## src/rtl/lifh_pkg.sv

```systemverilog
package lifh_pkg;
  typedef enum logic [1:0] {
    LVL_HOLD  = 2'd0,
    LVL_RAISE = 2'd1,
    LVL_LOWER = 2'd2
  } lvl_move_e;
endpackage

```

## src/rtl/lifh_membrane.sv

```systemverilog
module lifh_membrane #(
  parameter int MEM_W   = 16,
  parameter int LEAK_SH = 3,
  parameter int REFRAC  = 3,
  parameter logic signed [MEM_W-1:0] RST_LVL = '0
) (
  input  logic                    clk,
  input  logic                    rst,
  input  logic signed [MEM_W-1:0] syn_in,
  input  logic signed [MEM_W-1:0] thr_fire,
  output logic                    fire_now,
  output logic                    spike,
  output logic signed [MEM_W-1:0] mem
);
  localparam int CNT_W = $clog2(REFRAC + 1);
  localparam int EXT_W = MEM_W + 2;
  localparam logic signed [EXT_W-1:0] V_MAX = {3'b000, {(MEM_W-1){1'b1}}};
  localparam logic signed [EXT_W-1:0] V_MIN = {3'b111, {(MEM_W-1){1'b0}}};

  logic signed [MEM_W-1:0] v_q;
  logic signed [MEM_W-1:0] leak_w;
  logic signed [MEM_W-1:0] v_sat;
  logic signed [EXT_W-1:0] sum_w;
  logic [CNT_W-1:0]        ref_q;
  logic                    spike_q;

  // leak, integrate, clamp; fire only outside the refractory window
  always_comb begin
    leak_w = v_q >>> LEAK_SH;
    sum_w  = {{2{v_q[MEM_W-1]}}, v_q}
           - {{2{leak_w[MEM_W-1]}}, leak_w}
           + {{2{syn_in[MEM_W-1]}}, syn_in};
    if (sum_w > V_MAX)      v_sat = V_MAX[MEM_W-1:0];
    else if (sum_w < V_MIN) v_sat = V_MIN[MEM_W-1:0];
    else                    v_sat = sum_w[MEM_W-1:0];
    fire_now = (ref_q == '0) && (v_sat > thr_fire);
  end

  always_ff @(posedge clk) begin
    if (rst) begin
      v_q     <= RST_LVL;
      ref_q   <= '0;
      spike_q <= 1'b0;
    end else begin
      spike_q <= fire_now;
      if (ref_q != '0) begin
        ref_q <= ref_q - 1'b1;
        v_q   <= RST_LVL;
      end else if (fire_now) begin
        ref_q <= CNT_W'(REFRAC);
        v_q   <= RST_LVL;
      end else begin
        v_q   <= v_sat;
      end
    end
  end

  assign spike = spike_q;
  assign mem   = v_q;

  // a spike lasts one cycle and leaves the membrane at reset
  p_spike_pulse_r3: assert property (@(posedge clk) disable iff (rst)
    spike |=> !spike);
  p_spike_reset_r3: assert property (@(posedge clk) disable iff (rst)
    spike |-> (mem == RST_LVL));
  // the cycle after a spike is still held at reset
  p_refrac_hold_r4: assert property (@(posedge clk) disable iff (rst)
    spike |=> (mem == RST_LVL));
endmodule

```

## src/rtl/lifh_trace.sv

```systemverilog
module lifh_trace #(
  parameter int TR_W   = 12,
  parameter int TR_SH  = 4,
  parameter int TR_INC = 256
) (
  input  logic            clk,
  input  logic            rst,
  input  logic            fire_now,
  output logic [TR_W-1:0] act
);
  localparam logic [TR_W:0] INC_X = (TR_W+1)'(TR_INC);

  logic [TR_W-1:0] tr_q;
  logic [TR_W-1:0] dec_w;
  logic [TR_W:0]   sum_w;
  logic [TR_W-1:0] nxt_w;

  always_comb begin
    dec_w = tr_q - (tr_q >> TR_SH);
    sum_w = {1'b0, dec_w} + INC_X;
    if (fire_now) nxt_w = sum_w[TR_W] ? {TR_W{1'b1}} : sum_w[TR_W-1:0];
    else          nxt_w = dec_w;
  end

  always_ff @(posedge clk) begin
    if (rst) tr_q <= '0;
    else     tr_q <= nxt_w;
  end

  assign act = tr_q;

  // without a spike the trace can only decay
  p_trace_decay_r5: assert property (@(posedge clk) disable iff (rst)
    !fire_now |=> (act <= $past(act)));
endmodule

```

## src/rtl/lifh_thresh.sv

```systemverilog
module lifh_thresh
  import lifh_pkg::*;
#(
  parameter int NUM_LEVELS = 4,
  parameter int MEM_W      = 16,
  parameter logic [NUM_LEVELS*MEM_W-1:0] FIRE_LVLS = '0,
  parameter int POT_GAP    = 40,
  parameter int DEP_GAP    = 80,
  parameter int INIT_LVL   = 0,
  parameter int TR_W       = 12,
  parameter int TARGET     = 512,
  parameter int MARGIN     = 128,
  localparam int IDX_W     = (NUM_LEVELS > 1) ? $clog2(NUM_LEVELS) : 1
) (
  input  logic                    clk,
  input  logic                    rst,
  input  logic                    fire_now,
  input  logic [TR_W-1:0]         act,
  output logic [IDX_W-1:0]        level,
  output logic signed [MEM_W-1:0] thr_fire,
  output logic signed [MEM_W-1:0] thr_pot,
  output logic signed [MEM_W-1:0] thr_dep
);
  localparam int HI_BAND = TARGET + MARGIN;
  localparam int LO_BAND = TARGET - MARGIN;
  localparam logic [IDX_W-1:0] TOP  = IDX_W'(NUM_LEVELS - 1);
  localparam logic [IDX_W-1:0] INIT = IDX_W'(INIT_LVL);
  localparam logic signed [MEM_W-1:0] POT_D = MEM_W'(POT_GAP);
  localparam logic signed [MEM_W-1:0] DEP_D = MEM_W'(DEP_GAP);

  logic signed [MEM_W-1:0] lvl_tab [NUM_LEVELS];
  logic [IDX_W-1:0]        idx_q;
  logic [IDX_W-1:0]        idx_nxt;
  lvl_move_e               move;
  int                      act_i;

  genvar g;
  generate
    for (g = 0; g < NUM_LEVELS; g++) begin : g_lvl
      assign lvl_tab[g] = FIRE_LVLS[g*MEM_W +: MEM_W];
    end
  endgenerate

  always_comb begin
    act_i = int'(act);
    move  = LVL_HOLD;
    if (fire_now) begin
      if (act_i > HI_BAND && idx_q != TOP)      move = LVL_RAISE;
      else if (act_i < LO_BAND && idx_q != '0)  move = LVL_LOWER;
    end
    case (move)
      LVL_RAISE: idx_nxt = idx_q + 1'b1;
      LVL_LOWER: idx_nxt = idx_q - 1'b1;
      default:   idx_nxt = idx_q;
    endcase
  end

  always_ff @(posedge clk) begin
    if (rst) begin
      idx_q    <= INIT;
      thr_fire <= lvl_tab[INIT];
      thr_pot  <= lvl_tab[INIT] - POT_D;
      thr_dep  <= lvl_tab[INIT] - DEP_D;
    end else begin
      idx_q    <= idx_nxt;
      thr_fire <= lvl_tab[idx_nxt];
      thr_pot  <= lvl_tab[idx_nxt] - POT_D;
      thr_dep  <= lvl_tab[idx_nxt] - DEP_D;
    end
  end

  assign level = idx_q;

  // the index is frozen in steps without a spike
  p_idx_quiet_r6: assert property (@(posedge clk) disable iff (rst)
    !fire_now |=> $stable(idx_q));
  // the index never leaves the table
  p_idx_range_r7: assert property (@(posedge clk) disable iff (rst)
    idx_q <= TOP);
  // learning thresholds keep their order under the firing threshold
  p_thr_order_r8: assert property (@(posedge clk) disable iff (rst)
    (thr_dep < thr_pot) && (thr_pot < thr_fire));
endmodule

```

## src/rtl/lif_homeo_neuron.sv

```systemverilog
module lif_homeo_neuron #(
  parameter int NUM_LEVELS = 4,
  parameter int MEM_W      = 16,
  parameter logic [NUM_LEVELS*MEM_W-1:0] FIRE_LVLS =
    {16'sd500, 16'sd400, 16'sd300, 16'sd200},
  parameter int POT_GAP    = 40,
  parameter int DEP_GAP    = 80,
  parameter int INIT_LVL   = 1,
  parameter int LEAK_SH    = 3,
  parameter int REFRAC     = 3,
  parameter int TR_W       = 12,
  parameter int TR_SH      = 4,
  parameter int TR_INC     = 256,
  parameter int TARGET     = 512,
  parameter int MARGIN     = 128,
  localparam int IDX_W     = (NUM_LEVELS > 1) ? $clog2(NUM_LEVELS) : 1
) (
  input  logic                    clk,
  input  logic                    rst,
  input  logic signed [MEM_W-1:0] syn_in,
  output logic                    spike,
  output logic signed [MEM_W-1:0] membrane,
  output logic [TR_W-1:0]         activity,
  output logic [IDX_W-1:0]        level,
  output logic signed [MEM_W-1:0] thr_fire,
  output logic signed [MEM_W-1:0] thr_pot,
  output logic signed [MEM_W-1:0] thr_dep
);
  logic fire_now;

  lifh_membrane #(
    .MEM_W(MEM_W), .LEAK_SH(LEAK_SH), .REFRAC(REFRAC), .RST_LVL('0)
  ) u_mem (
    .clk(clk), .rst(rst), .syn_in(syn_in), .thr_fire(thr_fire),
    .fire_now(fire_now), .spike(spike), .mem(membrane)
  );

  lifh_trace #(
    .TR_W(TR_W), .TR_SH(TR_SH), .TR_INC(TR_INC)
  ) u_trace (
    .clk(clk), .rst(rst), .fire_now(fire_now), .act(activity)
  );

  lifh_thresh #(
    .NUM_LEVELS(NUM_LEVELS), .MEM_W(MEM_W), .FIRE_LVLS(FIRE_LVLS),
    .POT_GAP(POT_GAP), .DEP_GAP(DEP_GAP), .INIT_LVL(INIT_LVL),
    .TR_W(TR_W), .TARGET(TARGET), .MARGIN(MARGIN)
  ) u_thresh (
    .clk(clk), .rst(rst), .fire_now(fire_now), .act(activity),
    .level(level), .thr_fire(thr_fire), .thr_pot(thr_pot), .thr_dep(thr_dep)
  );
endmodule

```

## config.mk

```make
export PLATFORM = sky130hd
export DESIGN_NAME = lif_homeo_neuron
export DESIGN_NICKNAME = d
export VERILOG_FILES = /design/src/rtl/lifh_pkg.sv /design/src/rtl/lifh_membrane.sv /design/src/rtl/lifh_trace.sv /design/src/rtl/lifh_thresh.sv /design/src/rtl/lif_homeo_neuron.sv
export SDC_FILE = /design/constraint.sdc
export NUM_CORES = 1
export LEC_CHECK = 0
export BUFFER_PORTS_ARGS = -buffer_cell sky130_fd_sc_hd__buf_2
export CAP_MARGIN = 20
export CORE_MARGIN = 4
export CORE_UTILIZATION = 45
export CTS_CLUSTER_DIAMETER = 80
export DETAILED_ROUTE_END_ITERATION = 6
export PLACE_DENSITY = 0.69
export SYNTH_ARGS = -nofsm -noshare
export SYNTH_HDL_FRONTEND = slang
export SYNTH_HIERARCHICAL = 1
export SYNTH_SLANG_ARGS = --single-unit
```

## constraint.sdc

```tcl
create_clock -name clk -period 8.9 [get_ports clk]
set_clock_uncertainty 0.05 [all_clocks]
set_input_delay 2.225 -clock clk [delete_from_list [all_inputs] [get_ports clk]]
set_output_delay 2.225 -clock clk [all_outputs]
set_load 0.02 [all_outputs]
```

==> impl_metrics.env, run 1 <==
export IMPL_critPathTopFamily="simple AND/OR/NAND/NOR gates"
export IMPL_final_common_cell="inv_1"
export IMPL_drive_gt1_frac=0.211
export IMPL_place_area_um2=4930
export IMPL_holdPathStages=1
export IMPL_num_vias=3912
export IMPL_crit_arrival_ns=8.44
export IMPL_critPathMaxStageDelay_ns=0.56
export IMPL_grt_overflow_total=0
export IMPL_crit_path_end_kind="flip-flop"
export IMPL_reg2reg_from="u_mem/mem[8]$_SDFF_PP0_"
export IMPL_clkTransAtPathRegs_ns=0.08
export IMPL_wl_mm=10.3
export IMPL_stdcell_area_um2=5010
export IMPL_hold_viol=0
export IMPL_vias_per_cell=5.22
export IMPL_cp_depth=27
export IMPL_cts_root_buf="clkbuf_8"
export IMPL_regArea_um2=981
export IMPL_place_ws_ns=0.336
export IMPL_wl_per_cell_um=13.8
export IMPL_rows=36
export IMPL_syn_to_final_growth_pct=9.42
export IMPL_rsz0062_at_grt="no"
export IMPL_synth_cells=552
export IMPL_synth_area_leader_cell="dfxtp_1"
export IMPL_initialDrtViolationCount=143
export IMPL_crit_top_cell="ha_1"
export IMPL_hp_start="u_mem/ref_q[0]$_SDFFE_PP0P_"
export IMPL_grt_pass1_wl_mm=17.2
export IMPL_worst_pin_slew_ns=0.812
export IMPL_setup_violations_final=0
export IMPL_required_ns=9.04
export IMPL_cts_hold_buf=0
export IMPL_cts_sinks=49
export IMPL_place_gp_congestion=0.939
export IMPL_diodes=0
export IMPL_cts_htree_levels=2
export IMPL_dp_hpwl_mm=8.39
export IMPL_critPathMaxFanout=8
export IMPL_die_area_um2=11900
export IMPL_max_cap_violations=0
export IMPL_seq_area_frac_synth=0.214
export IMPL_cp_slowest_cell="fa_1"
export IMPL_layout_common_cells="inv_1, buf_2, ha_1, dfxtp_1, a21oi_1"
export IMPL_worst_path_buf_inv=4
export IMPL_cp_start_kind="primary input"
export IMPL_fin_crit_sh=0.932
export IMPL_min_delay_path_class="flip-flop to flip-flop"
export IMPL_grt_pass1_vias=3757
export IMPL_synth_area_leaders="dfxtp_1, ha_1, inv_1"
export IMPL_period_minus_slack_ns=8.30
export IMPL_io_buffers=82
export IMPL_yosys_register_bits=49
export IMPL_start_util=0.464
export IMPL_whs_ns=0.407
export IMPL_synth_top_cell_area_share=0.214
export IMPL_fp_dieH_um=109
export IMPL_yosysUniqueCellTypes=70
export IMPL_fin_nets=702
export IMPL_layout_setup_ws_ns=0.603
export IMPL_cts_post_setup_buffers_inserted=0
export IMPL_ys_flop_type="dfxtp_1"
export IMPL_syn_avg_cell_area_um2=8.30
export IMPL_critPathKind="primary input to flip-flop"
export IMPL_dr_pass1_iters=4
export IMPL_max_freq_ghz=0.121
export IMPL_rr_worst_depth=28
export IMPL_io_pins=97
export IMPL_multi_input_area_um2=2990
export IMPL_clk_path_buf_depth=2
export IMPL_cts_tree="built"
export IMPL_syn_cell_area_um2=4580
export IMPL_synth_edf_count=0
export IMPL_startpoint="syn_in[1]"
export IMPL_grt_max_degree=29
export IMPL_postRouteAntennaNets=0
export IMPL_cts_buffers=5
export IMPL_clkLatencyLatePin_ns=0.30
export IMPL_drc_errors=0
export IMPL_async_flop_share=0
export IMPL_fillers=969
export IMPL_finalSetupTns_ns=0
export IMPL_maxSlewHeadroom=0.457
export IMPL_antenna_found_initial=0
export IMPL_die_x_um=109
export IMPL_slew_violations=0
export IMPL_status="finished, final reports clean"
export IMPL_core_region_area_um2=9860
export IMPL_grt_usage=0.178
export IMPL_yosys_warnings=6
export IMPL_cts_resized=0
[cell usage after synthesis, drive strengths merged, types with 7 or more instances]
library cell / n
a211oi: 11
a21o: 9
a21oi: 49
a31oi: 7
and2: 9
buf: 40
dfxtp: 49
fa: 16
ha: 52
inv: 94
nand2: 16
nand2b: 7
nand3: 10
nor2: 31
o21ai: 39
o22ai: 13
xnor2: 18
[metrics by stage]
stage / util / cells
after floorplan: - / 566
after global placement: 0.499 / 742
after detailed placement: 0.499 / 742
after CTS: 0.508 / 749
after global routing: 0.508 / 749
final: 0.508 / 749
[metal layers]
metal	GRT usage	routed length, um	vias to the layer above
met3	0.0249	516	8
met2	0.302	4860	109
met5	0	0	-
li1	-	-	1982
met1	0.241	4840	1813
met4	0.0388	112	0
[flip-flops by register name, summed over array words and instances, names as in the netlist]
signal	count
u_thresh/level	1
u_thresh/thr_fire	2
u_mem/spike	1
u_mem/mem	16
u_thresh/thr_dep	8
u_mem/ref_q	2
u_trace/act	12
u_thresh/thr_pot	7
[final timing paths]
kind                                     endpoint  slack [ns]
hold / removal        u_mem/ref_q[0]$_SDFFE_PP0P_        0.41
hold reg to reg       u_mem/ref_q[0]$_SDFFE_PP0P_        0.41
setup reg to reg  u_thresh/thr_pot[11]$_SDFF_PP0_        2.21
setup / recovery  u_thresh/thr_pot[11]$_SDFF_PP0_        0.60
[final cells by class]
cell class	instances	area share
multi-input cells	380	0.596
well taps	133	0.0332
flip-flops and latches	49	0.196
clock buffers	7	0.0172
inverters	94	0.0704
repair buffers	86	0.0879
[cells by family (layout without fill, tap and decap cells)]
| family | Yosys count | count (layout) | synth area share |
|---|---|---|---|
| compound gates | 155 | 155 | 0.229 |
| xor+xnor | 24 | 24 | 0.0516 |
| fa+ha+maj | 68 | 68 | 0.212 |
| buf+inv | 137 | 187 | 0.146 |
| flops | 49 | 49 | 0.214 |
| mux | 5 | 5 | 0.0115 |
| other cells | 1 | 15 | 0.000819 |
| simple gates | 113 | 113 | 0.135 |
Power of run 1 is not shown: default switching activity piles up to over one toggle a cycle in this logic, so the estimate is an artifact.
==> inputs of run 2 (changes only) <==
--- a/config.mk
+++ b/config.mk
@@ -5,7 +5,7 @@
 export SDC_FILE = /design/constraint.sdc
 export NUM_CORES = 1
 export LEC_CHECK = 0
-export BUFFER_PORTS_ARGS = -buffer_cell sky130_fd_sc_hd__buf_2
+export BUFFER_PORTS_ARGS = -buffer_cell sky130_fd_sc_hd__buf_4
 export CAP_MARGIN = 20
 export CORE_MARGIN = 4
 export CORE_UTILIZATION = 45
==> run 2 against run 1 <==
  * Cell count unchanged
  * Worst hold slack better by 0.024 ns
  * Non-clock buffer count down 1
  * Fmax up 0.43%
  * Core utilization up 2.2 points
  * First-iteration DRC count up 41%
  * Critical path depth up 1
  * Register-to-register slack worse by 0.03 ns
  * Sequential cell count unchanged
  * Routed wire length up 2.5%
  * Count of clock-buffer cells in the layout unchanged
  * Highest routed layer unchanged
==> impl_metrics.env, run 2 (synthesis results as in run 1) <==
export IMPL_dr_pass1_iters=4
export IMPL_rows=36
export IMPL_crit_top_cell="ha_1"
export IMPL_clk_path_buf_depth=2
export IMPL_io_buffers=82
export IMPL_hold_viol=0
export IMPL_layout_common_cells="inv_1, buf_4, ha_1, dfxtp_1, a21oi_1"
export IMPL_worst_pin_slew_ns=0.796
export IMPL_start_util=0.464
export IMPL_min_delay_path_class="flip-flop to flip-flop"
export IMPL_cts_tree="built"
export IMPL_rsz0062_at_grt="no"
export IMPL_status="finished, final reports clean"
export IMPL_period_minus_slack_ns=8.26
export IMPL_initialDrtViolationCount=201
export IMPL_largest_register_ffs=16
export IMPL_critPathTopFamily="simple AND/OR/NAND/NOR gates"
export IMPL_num_vias=3951
export IMPL_finalSetupTns_ns=0
export IMPL_place_gp_congestion=0.905
export IMPL_vias_per_cell=5.28
export IMPL_worst_path_buf_inv=5
export IMPL_grt_pass1_wl_mm=17.9
export IMPL_critPathMaxFanout=8
export IMPL_die_area_um2=11900
export IMPL_cts_buffers=5
export IMPL_cts_resized=0
export IMPL_grt_usage=0.184
export IMPL_grt_max_degree=29
export IMPL_cts_htree_levels=2
export IMPL_critPathKind="primary input to flip-flop"
export IMPL_core_region_area_um2=9860
export IMPL_drive_gt1_frac=0.213
export IMPL_critPathMaxStageDelay_ns=0.52
export IMPL_postRouteAntennaNets=0
export IMPL_cts_post_setup_buffers_inserted=0
export IMPL_final_common_cell="inv_1"
export IMPL_crit_arrival_ns=8.41
export IMPL_wl_per_cell_um=14.1
export IMPL_fin_nets=701
export IMPL_cts_root_buf="clkbuf_8"
export IMPL_clkLatencyLatePin_ns=0.30
export IMPL_die_x_um=109
export IMPL_fin_crit_sh=0.928
export IMPL_drc_errors=0
export IMPL_grt_overflow_total=0
export IMPL_dp_hpwl_mm=8.55
export IMPL_fp_dieH_um=109
export IMPL_grt_pass1_vias=3898
export IMPL_diodes=0
export IMPL_slew_violations=0
export IMPL_cts_sinks=49
export IMPL_crit_path_end_kind="flip-flop"
export IMPL_cp_start_kind="primary input"
export IMPL_setup_violations_final=0
export IMPL_io_pins=97
export IMPL_maxSlewHeadroom=0.468
export IMPL_required_ns=9.05
export IMPL_wl_mm=10.6
export IMPL_max_cap_violations=0
export IMPL_syn_to_final_growth_pct=14.1
export IMPL_antenna_found_initial=0
export IMPL_max_freq_ghz=0.121
export IMPL_clkTransAtPathRegs_ns=0.09
export IMPL_cp_slowest_cell="fa_1"
export IMPL_cts_hold_buf=0
run 2: worst paths after layout:
kind                                from                               to  slack (ns)  depth (start not counted)
max                           syn_in[12]  u_thresh/thr_pot[11]$_SDFF_PP0_        0.64                         28
min          u_mem/ref_q[0]$_SDFFE_PP0P_      u_mem/ref_q[0]$_SDFFE_PP0P_        0.43                          1
max reg2reg     u_mem/mem[12]$_SDFF_PP0_  u_thresh/thr_pot[11]$_SDFF_PP0_        2.18                         27
min reg2reg  u_mem/ref_q[0]$_SDFFE_PP0P_      u_mem/ref_q[0]$_SDFFE_PP0P_        0.43                          1
run 2: through the flow:
step | instance area [um^2] | hold slack [ns] | std cells | setup WS, ns | utilization
2_1_floorplan | 4630 | 0.360 | 566 | 0.930 | -
4_1_cts | 5230 | 0.414 | 749 | 0.685 | 0.530
6_report | 5230 | 0.431 | 749 | 0.638 | 0.530
3_3_place_gp | 5120 | 0.371 | 741 | 0.581 | 0.519
3_5_place_dp | 5120 | 0.400 | 741 | 0.397 | 0.519
5_1_grt | 5230 | 0.445 | 749 | 0.154 | 0.530
run 2: layer usage:
metal / track usage / vias up / share of wire / wire length (um)
li1: - / 1973 / - / -
met1: 0.244 / 1811 / 0.46 / 4870
met2: 0.304 / 144 / 0.45 / 4770
met3: 0.0349 / 23 / 0.067 / 712
met4: 0.0568 / 0 / 0.023 / 248
met5: 0 / - / 0 / 0
run 2: cell type report:
cell class,instances,area [um^2]
fill,919,4640
multi-input combinational,380,2990
sequential,49,981
timing repair buffer,85,638
inverter,94,353
tap,133,166
clock buffer,7,96.3
clock inverter,1,5.00
Power of run 2 is left out for the same reason.
